<file path="src/rtl/rxbuf_pkg.sv">
package rxbuf_pkg;
  localparam int unsigned DATA_W = 8;
  localparam int unsigned SEL_W  = 2;

  // interrupt level for each select code
  function automatic int unsigned thr_level(input logic [SEL_W-1:0] sel);
    case (sel)
      2'd0:    thr_level = 1;
      2'd1:    thr_level = 4;
      2'd2:    thr_level = 8;
      default: thr_level = 12;
    endcase
  endfunction
endpackage

</file>
<file path="src/rtl/rxbuf_ptr.sv">
module rxbuf_ptr #(
  parameter int unsigned DEPTH = 16,
  localparam int unsigned AW = $clog2(DEPTH)
) (
  input  logic          clk_i,
  input  logic          rst_ni,
  input  logic          clear_i,
  input  logic          adv_i,
  output logic [AW-1:0] ptr_o
);
  logic [AW-1:0] ptr_q;

  always_ff @(posedge clk_i or negedge rst_ni) begin
    if (!rst_ni)      ptr_q <= '0;
    else if (clear_i) ptr_q <= '0;
    else if (adv_i)   ptr_q <= (ptr_q == AW'(DEPTH - 1)) ? '0 : ptr_q + 1'b1;
  end

  assign ptr_o = ptr_q;
endmodule

</file>
<file path="src/rtl/rxbuf_mem.sv">
module rxbuf_mem #(
  parameter int unsigned DEPTH = 16,
  parameter int unsigned DW    = 8,
  localparam int unsigned AW   = $clog2(DEPTH)
) (
  input  logic          clk_i,
  input  logic          we_i,
  input  logic [AW-1:0] waddr_i,
  input  logic [DW-1:0] wdata_i,
  input  logic [AW-1:0] raddr_i,
  output logic [DW-1:0] rdata_o
);
  logic [DW-1:0] mem_q [DEPTH];

  for (genvar g = 0; g < DEPTH; g++) begin : g_entry
    always_ff @(posedge clk_i) begin
      if (we_i && waddr_i == AW'(g)) mem_q[g] <= wdata_i;
    end
  end

  assign rdata_o = mem_q[raddr_i];
endmodule

</file>
<file path="src/rtl/rxbuf_occ.sv">
module rxbuf_occ
  import rxbuf_pkg::*;
#(
  parameter int unsigned DEPTH = 16,
  localparam int unsigned CW = $clog2(DEPTH + 1)
) (
  input  logic             clk_i,
  input  logic             rst_ni,
  input  logic             clear_i,
  input  logic             wr_i,
  input  logic             rd_req_i,
  input  logic [SEL_W-1:0] thr_sel_i,
  output logic [CW-1:0]    count_o,
  output logic             rd_eff_o,
  output logic             full_o,
  output logic             irq_o
);
  logic [CW-1:0] count_q, count_d;
  logic          irq_q, irq_d;
  logic          up;

  assign full_o   = (count_q == CW'(DEPTH));
  assign rd_eff_o = rd_req_i && (count_q != '0);
  assign up       = wr_i && !rd_eff_o && !full_o;

  always_comb begin
    count_d = count_q;
    if (clear_i)                    count_d = '0;
    else if (up)                    count_d = count_q + 1'b1;
    else if (rd_eff_o && !wr_i)     count_d = count_q - 1'b1;
    irq_d = !clear_i && up && (count_q + 1'b1 == CW'(thr_level(thr_sel_i)));
  end

  always_ff @(posedge clk_i or negedge rst_ni) begin
    if (!rst_ni) begin
      count_q <= '0;
      irq_q   <= 1'b0;
    end else begin
      count_q <= count_d;
      irq_q   <= irq_d;
    end
  end

  assign count_o = count_q;
  assign irq_o   = irq_q;
endmodule

</file>
<file path="src/rtl/rx_byte_buffer.sv">
module rx_byte_buffer
  import rxbuf_pkg::*;
#(
  parameter int unsigned DEPTH = 16,
  localparam int unsigned AW = $clog2(DEPTH),
  localparam int unsigned CW = $clog2(DEPTH + 1)
) (
  input  logic              clk_i,
  input  logic              rst_ni,
  input  logic              clear_i,
  input  logic              wr_en_i,
  input  logic [DATA_W-1:0] wr_data_i,
  input  logic              rd_en_i,
  output logic [DATA_W-1:0] rd_data_o,
  output logic [CW-1:0]     count_o,
  input  logic [SEL_W-1:0]  thr_sel_i,
  output logic              irq_o
);
  logic [AW-1:0]     wr_ptr, rd_ptr;
  logic [DATA_W-1:0] head;
  logic              rd_eff, full, wr_adv, rd_adv;

  rxbuf_occ #(.DEPTH(DEPTH)) u_occ (
    .clk_i     (clk_i),
    .rst_ni    (rst_ni),
    .clear_i   (clear_i),
    .wr_i      (wr_en_i),
    .rd_req_i  (rd_en_i),
    .thr_sel_i (thr_sel_i),
    .count_o   (count_o),
    .rd_eff_o  (rd_eff),
    .full_o    (full),
    .irq_o     (irq_o)
  );

  assign wr_adv = !clear_i && wr_en_i;
  // full buffer: a write drops the oldest byte, so the head moves too
  assign rd_adv = !clear_i && (rd_eff || (wr_en_i && full));

  rxbuf_ptr #(.DEPTH(DEPTH)) u_wptr (
    .clk_i (clk_i), .rst_ni (rst_ni), .clear_i (clear_i),
    .adv_i (wr_adv), .ptr_o (wr_ptr)
  );

  rxbuf_ptr #(.DEPTH(DEPTH)) u_rptr (
    .clk_i (clk_i), .rst_ni (rst_ni), .clear_i (clear_i),
    .adv_i (rd_adv), .ptr_o (rd_ptr)
  );

  rxbuf_mem #(.DEPTH(DEPTH), .DW(DATA_W)) u_mem (
    .clk_i   (clk_i),
    .we_i    (wr_adv),
    .waddr_i (wr_ptr),
    .wdata_i (wr_data_i),
    .raddr_i (rd_ptr),
    .rdata_o (head)
  );

  assign rd_data_o = (count_o == '0) ? '0 : head;
endmodule

</file>
<file path="config.mk">
export PLATFORM = sky130hd
export DESIGN_NAME = rx_byte_buffer
export DESIGN_NICKNAME = d
export VERILOG_FILES = /design/src/rtl/rxbuf_pkg.sv /design/src/rtl/rxbuf_ptr.sv /design/src/rtl/rxbuf_mem.sv /design/src/rtl/rxbuf_occ.sv /design/src/rtl/rx_byte_buffer.sv
export SDC_FILE = /design/constraint.sdc
export NUM_CORES = 1
export LEC_CHECK = 0
export BUFFER_PORTS_ARGS = -buffer_cell sky130_fd_sc_hd__buf_2
export CORE_ASPECT_RATIO = 0.6
export CORE_MARGIN = 8
export CORE_UTILIZATION = 65
export DETAILED_ROUTE_END_ITERATION = 8
export PLACE_DENSITY = 0.84
export SLEW_MARGIN = 20
export SYNTH_ARGS = -nofsm -noshare
export SYNTH_HDL_FRONTEND = slang
export SYNTH_SLANG_ARGS = --single-unit
</file>
<file path="constraint.sdc">
create_clock -name clk_i -period 5.7 [get_ports clk_i]
set_clock_uncertainty 0.2 [all_clocks]
set_input_delay 1.71 -clock clk_i [delete_from_list [all_inputs] [get_ports clk_i]]
set_output_delay 1.71 -clock clk_i [all_outputs]
set_load 0.01 [all_outputs]
</file>
== After elaboration in Yosys (flattened, before gate mapping) ==
Memories as Yosys holds them, arrays and structs flattened.
Cells that the tools add are included.

* Equality and inequality tests: 20
* Mux-type cells: 88
* Reductions and logical operators: 52
* Add/subtract/negate cells: 4

{| class="wikitable"
|+ Operators with widths
! cell !! number
|-
| 2-to-1 mux 8 bit || 16
|-
| OR reduction 8 bit || 15
|-
| 2-to-1 mux 4 bit || 21
|-
| 2-to-1 mux 1 bit || 47
|-
| == test 4 bit (second input constant) || 9
|-
| logical AND 1 bit || 25
|-
| == test 4 x 3 -> 1 bit (second input constant) || 4
|-
| 2-to-1 mux 5 bit || 3
|-
| one-hot mux 4 bit (3 select lines) || 1
|-
| adder 4 x 1 -> 4 bit (second input constant) || 2
|-
| == test 4 x 2 -> 1 bit (second input constant) || 2
|-
| adder 5 x 1 -> 5 bit (second input constant) || 1
|-
| == test 5 x 4 -> 1 bit || 1
|-
| == test 5 bit (second input constant) || 1
|-
| zero test 5 bit || 1
|-
| nonzero test 5 bit || 1
|-
| subtractor 5 x 1 -> 5 bit (second input constant) || 1
|-
| == test 4 x 1 -> 1 bit (second input constant) || 1
|-
| zero test 1 bit || 4
|-
| zero test 4 bit || 1
|-
| nonzero test 2 bit || 2
|-
| nonzero test 3 bit || 1
|-
| == test 2 x 1 -> 1 bit (second input constant) || 1
|-
| == test 2 bit (second input constant) || 1
|-
| 2 further kinds || 2
|}

* Output and inout port bits: 14
* Flip-flop bits (word level): 14
* RAM bits: 128
* Memories: 1
* Logic and storage cells: 169

{| class="wikitable"
|+ Memories
! name !! words !! bits a word !! read ports !! clocked after memory_dff !! write ports !! line !! RTL
|-
| u_mem.mem_q || 16 || 8 || 1 || 0 || 1 || rxbuf_mem.sv:13 || <nowiki>logic [DW-1:0] mem_q [DEPTH];</nowiki>
|}

== Longest topological paths before layout ==
* Depth after elaboration: 21
* Mapped depth: 7
* Depth with buffers taken out: 6

== Modules after synthesis ==
A second synthesis with hierarchy kept.

* Cell total of the unflattened synthesis: 327
* Area, all modules: 5977.0 um^2

{| class="wikitable"
|+ By module, submodules not included
! module !! cells an instance !! area each (um^2) !! times used
|-
| rxbuf_mem || 221 || 4987.3 || 1
|-
| rxbuf_occ || 55 || 506.7 || 1
|-
| rxbuf_ptr || 19 || 191.4 || 2
|-
| rx_byte_buffer || 13 || 100.1 || 1
|}

== Worst setup path after synthesis ==
Ideal clock, no wire load.

* Kind: input to register
* Start point: input port wr_en_i
* End point: memory u_mem.mem_q[11][0] (enable)
* Slack: 2160 ps
* Path buffers: 1
* Cell stages on the path: 5
* Data arrival time: 2955 ps
* Cell sequence: buf_4 > inv_1 > nor2_1 > nand2_1 > nor3b_1

* Word-level cells in the longest chain between the ends: 20
* Elaborated cells between the ends (all ways): 94
* Those cells by class: mux (62); reduce/logical (32)

{| class="wikitable"
|+ RTL lines
! item !! line !! RTL
|-
| start, declared || rx_byte_buffer.sv:11 || <nowiki>input logic wr_en_i,</nowiki>
|-
| logical AND 1 bit * || rx_byte_buffer.sv:36 || <nowiki>assign wr_adv = !clear_i && wr_en_i;</nowiki>
|-
| logical AND 1 bit || rxbuf_mem.sv:17 || <nowiki>if (we_i && waddr_i == AW'(g)) mem_q[g] <= wdata_i;</nowiki>
|-
| 2-to-1 mux 1 bit || rxbuf_mem.sv:17 ||
|-
| 2-to-1 mux 1 bit (implied by the code) || rxbuf_mem.sv:17 ||
|-
| OR reduction 8 bit (no source line) || -- ||
|-
| 2-to-1 mux 4 bit (no source line) or 2-to-1 mux 1 bit (tied branches) (15 in series) || -- ||
|-
| end, declared || rxbuf_mem.sv:13 ||
|}

Mark *: on every way between the ends. The rest lies on a longest branch, timed or not.

== Final worst setup path ==
* Start point: register u_rptr.ptr_q[1] (netlist: u_rptr.ptr_o[1])
* End point: output port rd_data_o[1]

* Word-level cells in the longest chain between the ends: 2

{| class="wikitable"
|+ RTL lines
! item !! line !! RTL
|-
| start, declared || rxbuf_ptr.sv:11 || <nowiki>logic [AW-1:0] ptr_q;</nowiki>
|-
| start signal, assigned || rxbuf_ptr.sv:16 || <nowiki>else if (adv_i) ptr_q <= (ptr_q == AW'(DEPTH - 1)) ? '0 : ptr_q + 1'b1;</nowiki>
|-
| memory read (16 x 8 bit) || -- ||
|-
| 2-to-1 mux 8 bit || rx_byte_buffer.sv:59 || <nowiki>assign rd_data_o = (count_o == '0) ? '0 : head;</nowiki>
|-
| end, declared || rx_byte_buffer.sv:14 || <nowiki>output logic [DATA_W-1:0] rd_data_o,</nowiki>
|}

No other way between the ends.

==> results by group <==
Critical path
  – Critical Path Start: u_rptr.ptr_o[1]
  – CP max stage delay: about 0.63 ns
  – CP Max Fanout: 35
  – CP cell instances: buf_4, mux4_1, mux2_2, o21ai_0, a21oi_1, buf_2
  – Worst endpoint data arrival time: roughly 2.6 ns
  – FF-to-FF Start: u_occ.count_o[0]
  – Critical path's slowest cell: mux4_1
  – CP Launch Type: register
  – Critical path type: register to primary output
  – CP Capture Type: primary output
  – Worst R2R Setup Slack: ~3.2 ns
  – Critical Path RT: 3.79 ns

Timing
  – RSZ-0062 raised after global routing: false
  – Pins over their slew limit: 0
  – Final hold violation count: 0
  – TNS Setup: 0 ns
  – Tmin final: roughly 4.5 ns
  – Rel. slew slack: 0.293
  – Final period utilization: 0.793
  – Least-Margin Pin Slew: approximately 1.1 ns
  – Final setup violation count: 0
  – Fmax: around 220 MHz

Cells and area
  – Ant. Diodes: 0
  – Fill cells: 502
  – Fin nets: 403
  – Post-synthesis to final-layout area growth: 14.0%
  – Most frequent cells in the layout: 128 x edfxtp_1, 28 x buf_2, 23 x mux4_2, 23 x nor2_1, 19 x a21oi_1
  – Most common cell after layout, fill and taps aside: edfxtp_1
  – Layout cells sized above 1: 0.267

Floorplan
  – CORE AREA: roughly 9200 µm²
  – Die width: 141 µm
  – Die height: approximately 91 µm
  – Initial Util: 0.666
  – Rows: 27
  – Full die area: approximately 13000 µm²
  – IO Count: 29

Power and ir drop
  – P_sw: between 0.7 and 0.8 mW
  – Clock Power Share: 0.404
  – Post-layout total power: a little under 3 mW
  – Internal: between 2 and 2.5 mW
  – Pwr/cell area: 421 nW/µm²
  – Net Sw Frac: 0.257
  – Gate power share: 0.192
  – Leakage power: 2.36 nW
  – Peak VDD IR: roughly 0.28 mV
  – Sequential share of power: 0.405

Global routing
  – Initial antenna violation count: 0
  – First-pass GRT wire length: between 20000 and 25000 µm
  – GRT Overall Usage: 0.218
  – GR Overflow Total: 0
  – Vias in the first global route: ~3.4k
  – Largest net degree at the start of global routing: 36

Clock network
  – CTS Buf Count: 17
  – Worst-path clk slew: about 0.060 ns
  – TritonCTS sink count: approximately 140
  – # Post-CTS Setup Buffers: 0
  – PostCTS Resize Cnt: 0
  – Hold_buf cts: 0
  – CTS Root Cell: clkbuf_16
  – Latest clock arrival within the worst-skew pair: roughly 0.4 ns
  – Clock Path Buffers: 2
  – CTS tree: done
  – Htree depth: 4

Route
  – Via Count: 3403
  – Vias per Instance: approximately 6.5
  – Initial DRC count: slightly above 300
  – DR pass1 iterations: 6
  – Antenna viol nets, final: 0
  – Drc violations: 0
  – Routed wire length: ~13000 µm
  – Routed length per placed instance: between 20 and 30 µm

Place
  – Port Buffers: 28
  – Dpl hpwl: 8050 µm
  – Placer Congestion: roughly 0.83

Yosys
  – Leading post-synthesis cells by cell area: edfxtp_1 63%, mux4_2 8.5%, dfrtp_1 5.7%
  – Ys flop type: edfxtp_1
  – Yosys warnings: 0
  – Cells after Synth: between 300 and 400
  – Post-synth ARST share: 0.0986
  – Sequential-to-total area share from yosys stat: 0.688
  – Post-synth top area share: 0.631
  – EDFF count, synth: between 100 and 150
  – Netlist cell types: 49
  – Cell accounting for the most synthesized area: edfxtp_1
  – Mapped Nets: ~370
  – Cell area after synthesis: 6090 µm²
  – Yosys reg bits: ~140
  – Syn Area/Cell: 17.5 µm²

Run
  – Max_cap viols: 0

Min path
  – Min-delay src: u_wptr.ptr_o[0]
  – Worst min-delay path class: register to register

Status
  – Status: complete, no violations
layer usage:
metal | GRT usage | vias up | part of all wire
li1 | - | 1463 | -
met1 | 0.312 | 1740 | 0.44
met2 | 0.321 | 174 | 0.46
met3 | 0.0554 | 26 | 0.074
met4 | 0.0783 | 0 | 0.018
met5 | 0 | - | 0
cells by family (layout without fill, tap and decap cells):
| family | Yosys count | after routing | synth area share |
|---|---|---|---|
| buffers and inverters | 29 | 73 | 0.0261 |
| XOR/XNOR | 4 | 4 | 0.00575 |
| flip-flops | 142 | 142 | 0.688 |
| AO/OA/AOI/OAI | 48 | 48 | 0.0487 |
| multiplexers | 54 | 54 | 0.162 |
| adder cells (fa/ha/maj) | 7 | 7 | 0.0144 |
| AND/OR/NAND/NOR | 65 | 65 | 0.0548 |
stage by stage:
stage	instance area [µm²]	hold WS, ns	std cells	setup slack [ns]	utilization
2_1_floorplan	6090	0.372	349	2.16	-
3_3_place_gp	6320	0.399	492	1.69	0.690
3_5_place_dp	6320	0.406	492	1.68	0.690
4_1_cts	6950	0.418	523	1.16	0.759
5_1_grt	6950	0.432	523	1.05	0.759
6_report	6950	0.423	523	1.18	0.759
flip-flops by register name, summed over array words and instances, names as in the netlist:
register       cells
u_wptr.ptr_o       4
u_rptr.ptr_o       4
u_occ.irq_o        1
u_occ.count_o      5
u_mem.mem_q      128
layout make-up:
cell class | count | area (µm²) | share of cell area
clock buffers | 19 | 433 | 0.0623
clock inverters | 12 | 194 | 0.0279
inverters | 7 | 26.3 | 0.00378
multi-input cells | 178 | 1750 | 0.251
flip-flops and latches | 142 | 4190 | 0.604
well taps | 130 | 163 | 0.0234
repair buffers | 35 | 193 | 0.0277
path summary, 6_finish.rpt:
kind	endpoint	depth (start not counted)
min in group asynchronous	u_wptr.ptr_o[1]	1
max in group asynchronous	u_occ.irq_o	1
setup reg to reg	u_occ.count_o[3]	6
hold / removal	u_wptr.ptr_o[3]	2
hold reg to reg	u_wptr.ptr_o[3]	2
setup / recovery	rd_data_o[1]	6
critical path, delay by kind of cell (launching register included):
kind | cells | cell delay (ns)
buf+inv | 2 | 0.66
mux | 2 | 0.90
flops | 1 | 0.32
compound gates | 2 | 0.31
power by group through the flow:
| stage | logic, mW | registers, mW | clock network [mW] |
|---|---|---|---|
| after global placement | 0.526 | 1.20 | 0 |
| after floorplan | 0.408 | 1.20 | 0 |
| after global routing | 0.606 | 1.19 | 1.23 |
| final | 0.561 | 1.18 | 1.18 |
| after detailed placement | 0.540 | 1.20 | 0 |
| after CTS | 0.564 | 1.18 | 1.18 |
synth_stat cells, drive strengths merged (2+ instances only):
master,instances
edfxtp,128
or4,2
xor2,3
or3b,2
o21ai,14
inv,7
nand2b,5
ha,7
mux4,32
nor2,23
nor3,9
buf,16
clkbuf,6
mux2i,12
nor3b,2
nand2,13
mux2,10
a31oi,3
dfrtp,14
a21oi,19
Note: power is estimated with default switching activity, not from simulation.
